==> config.mk <==
export PLATFORM = sky130hd
export DESIGN_NAME = pohw_serial_writer
export DESIGN_NICKNAME = d
export VERILOG_FILES = /design/src/rtl/pohw_pkg.sv /design/src/rtl/pohw_ctrl.sv /design/src/rtl/pohw_datapath.sv /design/src/rtl/pohw_serial_writer.sv
export SDC_FILE = /design/constraint.sdc
export NUM_CORES = 1
export LEC_CHECK = 0
export ABC_CLOCK_PERIOD_IN_PS = 1770
export BUFFER_PORTS_ARGS = -buffer_cell sky130_fd_sc_hd__buf_2
export CAP_MARGIN = 40
export CORE_ASPECT_RATIO = 1.25
export CORE_MARGIN = 5
export CORE_UTILIZATION = 35
export CTS_BUF_LIST = sky130_fd_sc_hd__clkbuf_8
export CTS_CLUSTER_DIAMETER = 120
export DETAILED_ROUTE_END_ITERATION = 6
export MAX_ROUTING_LAYER = met4
export PLACE_DENSITY = 0.54
export SLEW_MARGIN = 20
export SYNTH_ARGS = -nofsm -noshare
export SYNTH_HDL_FRONTEND = slang
export SYNTH_HIERARCHICAL = 1
export SYNTH_SLANG_ARGS = --single-unit
==> constraint.sdc <==
create_clock -name clk -period 1.77 [get_ports clk]
set_input_delay 0 -clock clk [delete_from_list [all_inputs] [get_ports clk]]
set_output_delay 0 -clock clk [all_outputs]
set_load 0.02 [all_outputs]
==> src/rtl/pohw_pkg.sv <==
package pohw_pkg;

  // Writer phases: waiting for strobes, skipping earlier overhead bytes, shifting out
  typedef enum logic [1:0] {
    ST_IDLE  = 2'd0,
    ST_SKIP  = 2'd1,
    ST_SHIFT = 2'd2
  } wrState_t;

  // Strobes from control to datapath
  typedef struct packed {
    logic load;    // capture byteIn at this rising edge
    logic shift;   // advance the shift register at this rising edge
    logic active;  // a data bit is due at the coming falling edge
  } wrCtl_t;

endpackage

==> src/rtl/pohw_ctrl.sv <==
module pohw_ctrl
  import pohw_pkg::*;
#(
  parameter int BYTE_W     = 8,
  parameter int SKIP_BYTES = 2
) (
  input  logic   clk,
  input  logic   rst,
  input  logic   frameStb,
  input  logic   enableStb,
  input  logic   byteValid,
  output wrCtl_t ctl,
  output logic   busy
);

  localparam int SKIP_CYC = SKIP_BYTES * BYTE_W;
  localparam int SKIP_W   = $clog2(SKIP_CYC + 1);
  localparam int BIT_W    = $clog2(BYTE_W + 1);
  localparam logic [SKIP_W-1:0] SKIP_LAST = SKIP_W'(SKIP_CYC - 1);
  localparam logic [BIT_W-1:0]  BIT_LAST  = BIT_W'(BYTE_W - 1);

  wrState_t state, stateNext;
  logic [SKIP_W-1:0] skipCnt, skipCntNext;
  logic [BIT_W-1:0]  bitCnt, bitCntNext;
  logic startHit;

  assign startHit = frameStb & enableStb & byteValid;

  always_comb begin
    stateNext   = state;
    skipCntNext = skipCnt;
    bitCntNext  = bitCnt;
    unique case (state)
      ST_IDLE: begin
        skipCntNext = '0;
        bitCntNext  = '0;
        if (startHit) stateNext = ST_SKIP;
      end
      ST_SKIP: begin
        if (skipCnt == SKIP_LAST) begin
          stateNext   = ST_SHIFT;
          skipCntNext = '0;
          bitCntNext  = '0;
        end else begin
          skipCntNext = skipCnt + 1'b1;
        end
      end
      ST_SHIFT: begin
        if (bitCnt == BIT_LAST) begin
          stateNext  = ST_IDLE;
          bitCntNext = '0;
        end else begin
          bitCntNext = bitCnt + 1'b1;
        end
      end
      default: stateNext = ST_IDLE;
    endcase
  end

  always_ff @(posedge clk) begin
    if (rst) begin
      state   <= ST_IDLE;
      skipCnt <= '0;
      bitCnt  <= '0;
    end else begin
      state   <= stateNext;
      skipCnt <= skipCntNext;
      bitCnt  <= bitCntNext;
    end
  end

  always_comb begin
    ctl.load   = (state == ST_IDLE) & startHit;
    ctl.shift  = (state == ST_SHIFT);
    ctl.active = (state == ST_SHIFT);
  end

  assign busy = (state != ST_IDLE);

  // Assertions
  AST_IDLE_HOLD: assert property (@(posedge clk) disable iff (rst)
    (state == ST_IDLE && !startHit) |=> (state == ST_IDLE));
  AST_SKIP_BOUND: assert property (@(posedge clk) disable iff (rst)
    (state == ST_SKIP) |-> (skipCnt <= SKIP_LAST));
  AST_SKIP_TO_SHIFT: assert property (@(posedge clk) disable iff (rst)
    (state == ST_SKIP && skipCnt == SKIP_LAST) |=> (state == ST_SHIFT && bitCnt == '0));
  AST_SHIFT_STEP: assert property (@(posedge clk) disable iff (rst)
    (state == ST_SHIFT && bitCnt != BIT_LAST) |=> (state == ST_SHIFT && bitCnt == $past(bitCnt) + 1'b1));
  AST_END_IDLE: assert property (@(posedge clk) disable iff (rst)
    (state == ST_SHIFT && bitCnt == BIT_LAST) |=> (state == ST_IDLE));
  AST_NO_RELOAD: assert property (@(posedge clk) disable iff (rst)
    busy |-> !ctl.load);
  AST_RESET_IDLE: assert property (@(posedge clk)
    rst |=> (state == ST_IDLE && skipCnt == '0 && bitCnt == '0));

endmodule

==> src/rtl/pohw_datapath.sv <==
module pohw_datapath
  import pohw_pkg::*;
#(
  parameter int BYTE_W = 8
) (
  input  logic              clk,
  input  logic              rst,
  input  wrCtl_t            ctl,
  input  logic [BYTE_W-1:0] byteIn,
  output logic              serOut
);

  logic [BYTE_W-1:0] shiftReg;

  // Byte copy: captured on start, then moved toward the MSB once per bit
  always_ff @(posedge clk) begin
    if (rst) begin
      shiftReg <= '0;
    end else if (ctl.load) begin
      shiftReg <= byteIn;
    end else if (ctl.shift) begin
      shiftReg <= {shiftReg[BYTE_W-2:0], 1'b0};
    end
  end

  // Launch register: updates on the falling edge so the port captures on the rising edge
  always_ff @(negedge clk) begin
    if (rst) begin
      serOut <= 1'b0;
    end else begin
      serOut <= ctl.active & shiftReg[BYTE_W-1];
    end
  end

  // Assertions
  AST_BYTE_HELD: assert property (@(posedge clk) disable iff (rst)
    (!ctl.load && !ctl.shift) |=> $stable(shiftReg));
  AST_QUIET_LINE: assert property (@(posedge clk) disable iff (rst)
    (!ctl.active && !$past(ctl.active)) |-> !serOut);

endmodule

==> src/rtl/pohw_serial_writer.sv <==
module pohw_serial_writer
  import pohw_pkg::*;
#(
  parameter int BYTE_W     = 8,
  parameter int SKIP_BYTES = 2
) (
  input  logic              clk,
  input  logic              rst,
  input  logic              frameStb,
  input  logic              enableStb,
  input  logic [BYTE_W-1:0] byteIn,
  input  logic              byteValid,
  output logic              serOut,
  output logic              busy
);

  wrCtl_t ctl;

  pohw_ctrl #(
    .BYTE_W     (BYTE_W),
    .SKIP_BYTES (SKIP_BYTES)
  ) uCtrl (
    .clk       (clk),
    .rst       (rst),
    .frameStb  (frameStb),
    .enableStb (enableStb),
    .byteValid (byteValid),
    .ctl       (ctl),
    .busy      (busy)
  );

  pohw_datapath #(
    .BYTE_W (BYTE_W)
  ) uData (
    .clk    (clk),
    .rst    (rst),
    .ctl    (ctl),
    .byteIn (byteIn),
    .serOut (serOut)
  );

endmodule

==> impl_metrics.yaml <==
run_status:
  status: "finished, final reports clean"
routing:
  wl_um: 1918
  vias: 762
  dr.pass1.iters: 4
  drcViolationCount: 0
  via_per_inst: 4.980
  wl_per_cell_um: 12.54
  drt-initial-drc-count: 21
  ant_nets: 0
grt:
  grt_max_degree: 20
  antenna_found_initial: 0
  met2_usage_pct: 20.09
  use_met3_pct: 2.264
  grt_pass1_wl_um: 3180
  globalRouteTotalUtil_pct: 11.15
  grt_pass1_vias: 723
  use_met1_pct: 11.80
  gr-max-usage-layer: "met2"
  grt-ovfl-total: 0
worst_setup_path:
  cp.required_ps: 1770
  critPathTopFamily: "flip-flops"
  crit_chain: "buf_2"
  worstRegToRegCells: 6
  endpoint: "serOut"
  arrival_ps: 1640
  r2r_start: "uCtrl/state[0]"
  path_depth: 1
  max_stage_delay_ps: 290
  cp_num_buf_inv: 1
  critPathSlowestCell: "dfxtp_1"
  r2r-end: "uData/shiftReg[7]"
  path_class: "flop to primary output"
  cp-start-kind: "flop"
  startpoint: "uData/serOut"
  cp_max_fo: 1
  reg2reg_slack_ps: 180
  critPathCaptureType: "primary output"
cts:
  post_cts_resized: 0
  htreeDepth: 1
  clk_pin_slew_ps: 70
  post_cts_buffers: 0
  hold_buffers: 0
  clk_latency_ps: 310
  cts_tree: "built"
  clock_path_buffers: 2
  cts-root-buf: "clkbuf_8"
  cts.sinks: 20
  cts_buffers: 3
timing:
  finalHoldViolations: 0
  setup_tns_ps: 0
  skew_ps: 62.56
  final_max_slew_viol_count: 0
  grt_setup_unrepaired: "false"
  slew_headroom_pct: 65.16
  setup_viol: 0
  worstMarginPinSlew_ps: 516.1
final_layout:
  mostFrequentLayoutCell: "dfxtp_1"
  area_growth_pct: 15.03
  nNetsFinal: 135
  layout_common_cells: "20 x dfxtp_1, 14 x buf_2, 8 x nor2b_1"
  drive_gt1_share_pct: 20.17
  antenna_cells: 0
place:
  dp.final_hpwl_um: 1473
  portBuffers: 14
  gp_congestion: 0.7540
synth:
  synth_seq_area_share_pct: 41.83
  synth_area_leader_cell: "dfxtp_1"
  synthCells: 103
  ys_warn_count: 6
  synth_top_area_share_pct: 41.83
  ys_ff_latch: 20
  synth_area_leaders: "dfxtp_1 42%, mux2i_1 7.3%, nor2b_1 5.9%"
  ys_types: 31
  syn_area_um2: 957.2
  postSynthAreaPerCell_um2: 9.293
  syn_nets: 118
pwr:
  netSwitchingFraction_pct: 21.65
  comb_power_share_pct: 7.0
  p_sw_mw: 0.1785
  peakVddDrop_mv: 0.4118
  pwr-share-clk_pct: 36.3
  seq_power_share_pct: 56.8
  p_per_area_nw_per_um2: 749.0
  internal_power_mw: 0.6462
  power.total_mw: 0.8247
  power.leakage_nw: 0.3948
floorplan:
  dieWidth_um: 56.78
  io_pins: 15
  fp.coreArea_um2: 2654
  start_util_pct: 36.07
  die_y_um: 68.47
  row_count: 21
  dieArea_um2: 3887
min_path:
  hp-class: "input pin to flop"
run:
  drv_cap: 0
[how the worst min path moves through the flow]
stage          startpoint                end  depth (start not counted)  slack [ps]
2_1_floorplan   byteIn[0]  uData/shiftReg[0]                          2         140
3_3_place_gp    byteIn[0]  uData/shiftReg[0]                          3         270
3_5_place_dp    byteIn[0]  uData/shiftReg[0]                          3         290
4_1_cts         byteIn[0]  uData/shiftReg[0]                          3          20
5_1_grt         byteIn[0]  uData/shiftReg[0]                          3          20
6_report        byteIn[0]  uData/shiftReg[0]                          3           8
[power groups by stage]
stage | Sequential (mW) | Clock [mW] | Combinational [mW]
after floorplan | 0.476 | 0.00707 | 0.0370
after global placement | 0.478 | 0.00707 | 0.0574
after detailed placement | 0.478 | 0.00707 | 0.0585
after CTS | 0.468 | 0.315 | 0.0587
after global routing | 0.469 | 0.338 | 0.0658
final | 0.468 | 0.299 | 0.0576
[kinds of logic after synthesis]
group	after synthesis	synth area share (%)
mux	7	7.321
compound gates	26	18.17
flops	20	41.83
simple gates	36	22.88
fa+ha+maj	2	2.614
buf+inv	12	7.188
[flip-flops by register name, summed over array words and instances (netlist names)]
signal          flops
uCtrl/bitCnt        4
uCtrl/skipCnt       5
uCtrl/state         2
uData/serOut        1
uData/shiftReg      8
[layer usage]
metal,vias up,routed length (um)
li1,402,-
met1,349,781
met2,9,1057
met3,2,65
met4,0,14
met5,-,0
[metrics by stage]
| stage | std cells | util [%] | setup slack, ps | hold WS (ps) | area, um2 |
|---|---|---|---|---|---|
| CTS | 153 | 41.49 | 71.45 | 15.71 | 1101 |
| finish | 153 | 41.49 | 133.9 | 7.657 | 1101 |
| detailed placement | 149 | 39.79 | 94.25 | 290.5 | 1056 |
| global route | 153 | 41.49 | 43.42 | 22.38 | 1101 |
| global placement | 149 | 39.79 | 140.6 | 267.9 | 1056 |
| floorplan | 103 | - | 82.72 | 141.6 | 959.7 |
[area by class of cell]
type / instances / area (um2)
Clock buffer: 3 / 41.29
Clock inverter: 2 / 7.507
Fill cell: 268 / 1553
Inverter: 5 / 18.77
Multi-Input combinational cell: 71 / 490.5
Sequential cell: 20 / 400.4
Tap cell: 34 / 42.54
Timing Repair Buffer: 18 / 100.1
[Yosys cell counts]
cell / n
or4b_1: 1
a211oi_1: 7
nand2b_1: 1
nand3_1: 6
or3b_1: 2
nand3_2: 1
a22oi_1: 1
a31oi_1: 1
a311oi_1: 1
o311ai_0: 2
a21oi_1: 7
clkbuf_1: 1
o31ai_1: 2
and2b_1: 1
buf_6: 2
or2_1: 2
nand3b_1: 1
buf_2: 1
ha_1: 2
nor3b_1: 3
nand4b_1: 1
dfxtp_1: 20
buf_4: 2
o2111ai_1: 1
nand2_1: 6
nor2b_1: 9
mux2i_1: 7
inv_1: 6
nor2_1: 2
o211ai_1: 1
o21ai_0: 3
No activity file was read; power rests on OpenSTA's default activity.
